==> src/rtl/etp_pkg.sv <==
package etp_pkg;

    typedef enum logic [2:0] {
        ST_IDLE,
        ST_ISSUE,
        ST_BACKOFF,
        ST_REPORT_OK,
        ST_REPORT_TMO,
        ST_REPORT_ERR
    } etp_state_e;

    typedef enum logic {
        LAYOUT_SHORT = 1'b0,
        LAYOUT_LONG  = 1'b1
    } etp_layout_e;

    localparam int READY_BIT = 0;

endpackage

==> src/rtl/etp_backoff_timer.sv <==
module etp_backoff_timer #(
    parameter int CNT_W = 8
) (
    input  logic             clk,
    input  logic             rst_n,
    input  logic             load_i,
    input  logic [CNT_W-1:0] load_val_i,
    output logic             expired_o
);
    logic [CNT_W-1:0] cnt_q;

    always_ff @(posedge clk or negedge rst_n) begin
        if (!rst_n) begin
            cnt_q <= '0;
        end else if (load_i) begin
            cnt_q <= load_val_i;
        end else if (cnt_q != '0) begin
            cnt_q <= cnt_q - 1'b1;
        end
    end

    assign expired_o = (cnt_q == '0);

    assert_backoff_countdown_R6: assert property (
        @(posedge clk) disable iff (!rst_n)
        (!load_i && cnt_q != '0) |=> (cnt_q == $past(cnt_q) - 1'b1)
    ) else $error("backoff counter skipped a step");

endmodule

==> src/rtl/etp_stamp_extract.sv <==
module etp_stamp_extract #(
    parameter int DATA_W  = 64,
    parameter int SHORT_W = 24,
    parameter int LONG_W  = 32,
    parameter int TS_W    = 32
) (
    input  logic [DATA_W-1:0] data_i,
    input  logic              long_i,
    output logic              ready_o,
    output logic [TS_W-1:0]   stamp_o
);
    localparam int SHORT_LSB = 32 - SHORT_W;
    localparam int LONG_LSB  = DATA_W - LONG_W;

    logic unused_gap_bits;
    assign unused_gap_bits = ^data_i[SHORT_LSB-1:1];

    assign ready_o = data_i[etp_pkg::READY_BIT];

    always_comb begin
        stamp_o = '0;
        if (long_i) begin
            stamp_o[LONG_W-1:0] = data_i[LONG_LSB +: LONG_W];
        end else begin
            stamp_o[SHORT_W-1:0] = data_i[SHORT_LSB +: SHORT_W];
        end
    end

    always_comb begin
        assert_short_zero_fill_R4: assert (long_i || stamp_o[TS_W-1:SHORT_W] == '0)
            else $error("short stamp upper bits not zero");
    end

endmodule

==> src/rtl/egress_ts_poller.sv <==
module egress_ts_poller #(
    parameter int PORT_W    = 3,
    parameter int DLY_W     = 8,
    parameter int MAX_TRIES = 10,
    parameter int DATA_W    = 64,
    parameter int TS_W      = 32
) (
    input  logic              clk,
    input  logic              rst_n,
    input  logic              start_i,
    input  logic [PORT_W-1:0] port_i,
    input  logic              layout_i,
    input  logic [DLY_W-1:0]  delay_i,
    output logic              rd_req_o,
    output logic [PORT_W-1:0] rd_port_o,
    output logic              rd_long_o,
    input  logic              rd_ack_i,
    input  logic              rd_err_i,
    input  logic [DATA_W-1:0] rd_data_i,
    output logic              busy_o,
    output logic              done_o,
    output logic              timeout_o,
    output logic              error_o,
    output logic [TS_W-1:0]   ts_o
);
    import etp_pkg::*;

    localparam int TRY_W = $clog2(MAX_TRIES + 1);
    localparam logic [TRY_W-1:0] LAST_TRY = TRY_W'(MAX_TRIES - 1);

    etp_state_e state_q, state_d;

    logic [PORT_W-1:0] port_q;
    logic              long_q;
    logic [DLY_W-1:0]  delay_q;
    logic [TRY_W-1:0]  tries_q;
    logic [TS_W-1:0]   ts_q;

    logic              ready;
    logic [TS_W-1:0]   stamp;
    logic              timer_load;
    logic              timer_expired;

    etp_stamp_extract #(
        .DATA_W (DATA_W),
        .SHORT_W(24),
        .LONG_W (32),
        .TS_W   (TS_W)
    ) u_extract (
        .data_i (rd_data_i),
        .long_i (long_q),
        .ready_o(ready),
        .stamp_o(stamp)
    );

    etp_backoff_timer #(
        .CNT_W(DLY_W)
    ) u_timer (
        .clk       (clk),
        .rst_n     (rst_n),
        .load_i    (timer_load),
        .load_val_i(delay_q),
        .expired_o (timer_expired)
    );

    // next-state decision
    always_comb begin
        state_d = state_q;
        unique case (state_q)
            ST_IDLE: begin
                if (start_i) state_d = ST_ISSUE;                  // launch
            end
            ST_ISSUE: begin
                if (rd_ack_i) begin
                    if (rd_err_i)                state_d = ST_REPORT_ERR;  // fault
                    else if (ready)              state_d = ST_REPORT_OK;   // ready
                    else if (tries_q == LAST_TRY) state_d = ST_REPORT_TMO; // exhausted
                    else                         state_d = ST_BACKOFF;     // retry
                end
            end
            ST_BACKOFF: begin
                if (timer_expired) state_d = ST_ISSUE;            // reissue
            end
            ST_REPORT_OK,
            ST_REPORT_TMO,
            ST_REPORT_ERR: state_d = ST_IDLE;                     // release
            default: state_d = ST_IDLE;
        endcase
    end

    assign timer_load = (state_q == ST_ISSUE) && (state_d == ST_BACKOFF);

    // state register
    always_ff @(posedge clk or negedge rst_n) begin
        if (!rst_n) state_q <= ST_IDLE;
        else        state_q <= state_d;
    end

    // operation context and result capture
    always_ff @(posedge clk or negedge rst_n) begin
        if (!rst_n) begin
            port_q  <= '0;
            long_q  <= LAYOUT_SHORT;
            delay_q <= '0;
            tries_q <= '0;
            ts_q    <= '0;
        end else begin
            if (state_q == ST_IDLE && start_i) begin
                port_q  <= port_i;
                long_q  <= layout_i;
                delay_q <= delay_i;
                tries_q <= '0;
            end
            if (state_q == ST_ISSUE && rd_ack_i) begin
                tries_q <= tries_q + 1'b1;
                if (!rd_err_i && ready) ts_q <= stamp;
            end
        end
    end

    // output decode
    always_comb begin
        rd_req_o  = (state_q == ST_ISSUE);
        rd_port_o = port_q;
        rd_long_o = long_q;
        busy_o    = (state_q != ST_IDLE);
        done_o    = (state_q == ST_REPORT_OK);
        timeout_o = (state_q == ST_REPORT_TMO);
        error_o   = (state_q == ST_REPORT_ERR);
        ts_o      = ts_q;
    end

    assert_single_outcome_R9: assert property (
        @(posedge clk) disable iff (!rst_n)
        $onehot0({done_o, timeout_o, error_o})
    ) else $error("more than one outcome raised");

    assert_req_hold_R2: assert property (
        @(posedge clk) disable iff (!rst_n)
        (rd_req_o && !rd_ack_i) |=> (rd_req_o && $stable(rd_port_o) && $stable(rd_long_o))
    ) else $error("read request dropped before acknowledge");

    assert_done_cause_R3: assert property (
        @(posedge clk) disable iff (!rst_n)
        done_o |-> $past(rd_ack_i && !rd_err_i && rd_data_i[READY_BIT])
    ) else $error("done without a ready response");

    assert_timeout_cause_R7: assert property (
        @(posedge clk) disable iff (!rst_n)
        timeout_o |-> $past(rd_ack_i && !rd_err_i && !rd_data_i[READY_BIT])
    ) else $error("timeout without a not-ready response");

    assert_error_cause_R8: assert property (
        @(posedge clk) disable iff (!rst_n)
        error_o |-> $past(rd_ack_i && rd_err_i)
    ) else $error("error without an erroneous response");

    assert_ts_hold_R10: assert property (
        @(posedge clk) disable iff (!rst_n)
        !done_o |-> $stable(ts_o)
    ) else $error("timestamp changed outside done");

endmodule

==> config.mk <==
export PLATFORM = sky130hd
export DESIGN_NAME = egress_ts_poller
export DESIGN_NICKNAME = d
export VERILOG_FILES = /design/src/rtl/etp_pkg.sv /design/src/rtl/etp_backoff_timer.sv /design/src/rtl/etp_stamp_extract.sv /design/src/rtl/egress_ts_poller.sv
export SDC_FILE = /design/constraint.sdc
export NUM_CORES = 1
export LEC_CHECK = 0
export ABC_AREA = 1
export BUFFER_PORTS_ARGS = -buffer_cell sky130_fd_sc_hd__buf_2
export CAP_MARGIN = 20
export CORE_ASPECT_RATIO = 1.25
export CORE_MARGIN = 5
export CORE_UTILIZATION = 32
export DETAILED_ROUTE_END_ITERATION = 8
export PLACE_DENSITY = 0.66
export SLEW_MARGIN = 20
export SYNTH_ARGS = -nofsm -noshare
export SYNTH_HDL_FRONTEND = slang
export SYNTH_HIERARCHICAL = 1
export SYNTH_SLANG_ARGS = --single-unit
==> constraint.sdc <==
create_clock -name clk -period 1.9 [get_ports clk]
set_clock_uncertainty 0.2 [all_clocks]
set_input_delay 0.38 -clock clk [delete_from_list [all_inputs] [get_ports clk]]
set_output_delay 0.38 -clock clk [all_outputs]
set_load 0.05 [all_outputs]
After elaboration in Yosys (flattened, before gate mapping)

Cells that the tools add are included.

Bits in registers: 59
Latch bits: 0
Bits in writable memories: 0
ROM bits: 0
Memories kept: 0

Add/subtract/negate cells: 2
Multipliers: 0
Divide/modulo/power cells: 0
Magnitude comparators: 0
Eq/ne operators: 7
Shifts and indexed selects: 0
Mux-type cells: 13
Bitwise operators: 0
Reductions and logical operators: 12

Operators with widths:

| kind                  | number |
|---|---|
| $mux W24              | 1 |
| $mux W8               | 3 |
| $mux W3               | 6 |
| $eq A3 B2 Y1 const B  | 3 |
| $pmux W3 S3           | 1 |
| $logic_not A8 Y1      | 1 |
| $mux W4               | 2 |
| $reduce_bool A8 Y1    | 1 |
| $sub A8 B1 Y8 const B | 1 |
| $eq A3 B3 Y1 const B  | 2 |
| $add A4 B1 Y4 const B | 1 |
| $eq A4 B4 Y1 const B  | 1 |
| $logic_and A1 B1 Y1   | 4 |
| $reduce_bool A2 Y1    | 2 |
| $eq A3 B1 Y1 const B  | 1 |
| $logic_not A3 Y1      | 1 |
| $reduce_bool A3 Y1    | 1 |
| $reduce_and A2 Y1     | 1 |
| $logic_not A1 Y1      | 1 |

Depth between registers and ports, before layout

Word-level depth: 9
Mapped depth: 14

By module

The synthesis kept the hierarchy.

By module, submodules not included:

| module            | instances | cells each | area each (sq um) | sequential area each (sq um) |
|---|---|---|---|---|
| egress_ts_poller  | 1         | 253        | 2275.9            | 1276.2 |
| etp_backoff_timer | 1         | 71         | 513.0             | 200.2 |
| etp_stamp_extract | 1         | 96         | 455.4             | 0.0 |

Worst setup path before layout

OpenSTA, ideal clock, no wires.

Path type: reg2out
Start: register state_q[2]
End: output port timeout_o
Arrival: 1.606 ns
Data required time: 1.320 ns
Path slack: -0.286 ns
Cell stages (with the launch flop): 3
Buffers on the path: 0
Path through: dfrtp_1 > inv_2 > nor3_1

Longest elaborated chain between the ends: 1

Ends and longest elaborated chain:

| what                   | RTL line                | source |
|---|---|---|
| from (decl)            | egress_ts_poller.sv:31  | `etp_state_e state_q, state_d;` |
| from (signal assigned) | egress_ts_poller.sv:96  | `else state_q <= state_d;` |
| $eq A3 B3 Y1           | egress_ts_poller.sv:128 | `timeout_o = (state_q == ST_REPORT_TMO);` |
| to (decl)              | egress_ts_poller.sv:22  | `output logic timeout_o,` |

No other way between the ends.

Final worst setup path

Start: register state_q[1]
End: output port rd_req_o

Longest elaborated chain between the ends: 1

Ends and longest elaborated chain:

| what         | RTL line                | source |
|---|---|---|
| $eq A3 B1 Y1 | egress_ts_poller.sv:123 | `rd_req_o = (state_q == ST_ISSUE);` |
| to (decl)    | egress_ts_poller.sv:14  | `output logic rd_req_o,` |

No other way between the ends.

==> results.txt <==
- The initial utilization of the core area, before any placement, comes to 32.4%.
- The flow ran to the end, but the final reports show violations.
- Combined area of all synthesized cells: 0.00324 mm^2
- Setup violations remaining at the end of the flow were counted as 1.
- The design draws 8210 uW.
- Total congestion overflow after global routing: 0
- Data on the critical path is required at its endpoint by 1320 ps.
- Headroom to the max-slew limit came out at 73.7%.
* Die area: 0.0123 mm^2
- The average instance in the mapped netlist occupies 7.72 um^2.
- Overall die height: 123 um
* Fin. Hold Viols: 0
- Synth-to-layout area growth: 36.1%
* Maximum fanout along the worst path: 7
* Largest buffer count on any clock path: 2
- The number of nets in the synthesized netlist is 504.
* Share of post-route cells with drive strength above 1: 36.1%
- In this run the static leakage power is 0.00256 uW.
* DP Cell Count: 663
* Total area of multi-input combinational cells: 0.00146 mm^2
* Failing checks: negative setup slack
- Yosys warning count: 6
- For this design the top-level I/O count stands at 122.
- Most frequent standard cell in the layout excluding fill and tap cells: sky130_fd_sc_hd__nand2_1
- Clock root cell: sky130_fd_sc_hd__clkbuf_16
- In the final layout, flip-flops and latches occupy 0.00148 mm^2.
- Timing analysis after detailed placement gives a worst setup slack of -220 ps.
- RSZ-0062 raised after global routing: yes
- CTS built an H-tree with a depth of 3.
* Vias in the first global route: 3100
- At the end of the flow the core is filled with cells to 44.2%.
- The routed design could run at a clock period as short as 1910 ps.
- Period utilization: 100%
- Via density per instance: 4.56
* Net count of the finished layout: 641
- TritonCTS built the clock tree.
* Maximum number of pins on one net before global-route repair: 60
- After detailed routing, the total wire length is 8530 um.
* Kind of start point of the critical path: flop
* Wire length of the first global-routing pass: 14000 um
- Yosys top cell by area: sky130_fd_sc_hd__dfrtp_1
- DRC violations left: 0
* Type of the worst setup path: flop to output port
- Post-DP HPWL: 6160 um
* Mean routed wirelength per cell: 12.3 um
- Final GP Congestion: 0.821
* Core region area: 0.0100 mm^2
- Commonest cells after routing, fill and taps aside: sky130_fd_sc_hd__nand2_1, sky130_fd_sc_hd__buf_2, sky130_fd_sc_hd__dfrtp_1
- After synthesis, flip-flops and latches occupy 45.5% of the total area.
* Number of library cell types mapped by synthesis: 30
* Arrival @ worst endpoint: 1330 ps
- Cells after Synth: 420
* Count of port buffers added during placement: 114
- The detailed router finished its first iteration with 74 violations.
- After layout, the worst setup slack is -5.61 ps.
- Num rows: 41
- Count of pins over their slew limit: 0
- Clock latency on the worst-skew pair, taken at its later pin, is 330 ps.
* Post-synthesis sequential element count: 59
- IR Drop Worst-Case VDD: 0.790 mV
- Share of the synthesized area in the top cell type: 45.5%
* Sinks on Clock Net: 59
- Power per unit of standard cell area: 1860 mW/mm^2
- Via count: 3148
- Nature of the critical path endpoint: output port
* Max-capacitance violation count: 0
- The first detailed-routing pass took 4 iterations.
* Antenna-violating nets left: 0
- Total GRT Usage: 14.3%
- Number of antenna violations at the first check in global routing: 0
- Clock edge transition at the registers on the reported setup and hold paths: 50 ps
* Synth area leaders: sky130_fd_sc_hd__dfrtp_1, sky130_fd_sc_hd__nand2_1, sky130_fd_sc_hd__nand4_1
- The count of cells in the finished layout, fillers not included, comes to 691.
- The repair_antennas step left the layout with diodes totalling 0.
- The path class of the tightest hold or removal check is input port to flop.
- Fillers: 1017
- Cts bufs inserted: 9
* Max Freq: 0.525 GHz
- Floorplan die width: 100 um
- Worst-margin pin slew: 395 ps
-- worst paths after layout --
kind                                 start                to  slack [ps]  cells after the start
worst max register to register  state_q[1]  u_timer/cnt_q[4]         130                     10
min in group asynchronous            rst_n        state_q[2]         400                      3
worst min register to register    ts_o[19]          ts_o[19]         270                      2
worst min-delay path            delay_i[5]        delay_q[5]          90                      3
max in group asynchronous            rst_n        state_q[0]         840                      3
worst max-delay path            state_q[1]          rd_req_o          -6                      5
-- synthesized netlist by cell type, drive strengths merged --
cell type  instances
a21boi             1
buf               19
clkbuf             5
dfrtp             59
ha                 3
inv               38
nand2            202
nand3             15
nand4             34
nor2              19
nor3               2
o21ai             18
o22ai              1
xnor2              2
xor2               2
-- critical path, stage by stage (launching register included) --
cell and delay [ps]:
sky130_fd_sc_hd__dfrtp_1 420, sky130_fd_sc_hd__inv_2 110, sky130_fd_sc_hd__nand2_4 70, sky130_fd_sc_hd__nor2_8 130
sky130_fd_sc_hd__buf_12 130, sky130_fd_sc_hd__buf_12 130
-- report_power, final --
group          internal [uW]  leakage (uW)  switching [uW]
logic                   1460       0.00168            3110
clock network            879      0.000128             564
registers               1830      0.000749             367
-- registers in the layout, indices dropped and copies added, names as in the netlist --
name	flops
rd_port_o	3
state_q	3
rd_long_o	1
ts_o	32
delay_q	8
u_timer/cnt_q	8
tries_q	4
-- layer usage --
| layer | vias to the layer above | global-route usage, % | wire (um) |
|---|---|---|---|
| met1 | 1438 | 16.8 | 3570 |
| met2 | 95 | 23.2 | 4120 |
| met5 | - | 0 | 0 |
| met3 | 19 | 5.51 | 627 |
| met4 | 0 | 5.90 | 218 |
| li1 | 1596 | - | - |
-- logic make-up (layout without fill, tap and decap cells) --
logic type | Yosys count | in the layout | share of synthesized area [%]
simple gates | 272 | 273 | 37.6
xor+xnor | 4 | 4 | 1.08
flops | 59 | 59 | 45.5
fa+ha+maj | 3 | 3 | 1.16
compound gates | 20 | 20 | 3.55
buf+inv | 62 | 203 | 11.1
-- per-stage QoR --
step | setup TNS [ps] | hold WS (ps) | area, um^2
finish | -5.61 | 87.5 | 4420
global route | -63.2 | 78.6 | 4420
CTS | -56.1 | 77.2 | 4300
detailed placement | -907 | 213 | 3990
global placement | -509 | 214 | 3990
floorplan | 0 | -116 | 3260
-- final cells by class --
type	instances	share of cell area, %
Sequential cell	59	33.5
Multi-Input combinational cell	300	33.1
Timing Repair Buffer	149	20.3
Clock buffer	10	5.18
Tap cell	129	3.65
Inverter	38	3.40
Clock inverter	6	0.963
-- timing repair --
item | CTS | global route
buffers inserted | 0 | 10
resized for setup | 10 | 11
gates cloned | 0 | 1
pin swaps | 0 | 5
hold buffers | 1 | 0
hold endpoints to repair | 59 | 0
endpoints found under the setup margin | 10 | 13
Note: power is estimated with default switching activity, not from simulation.
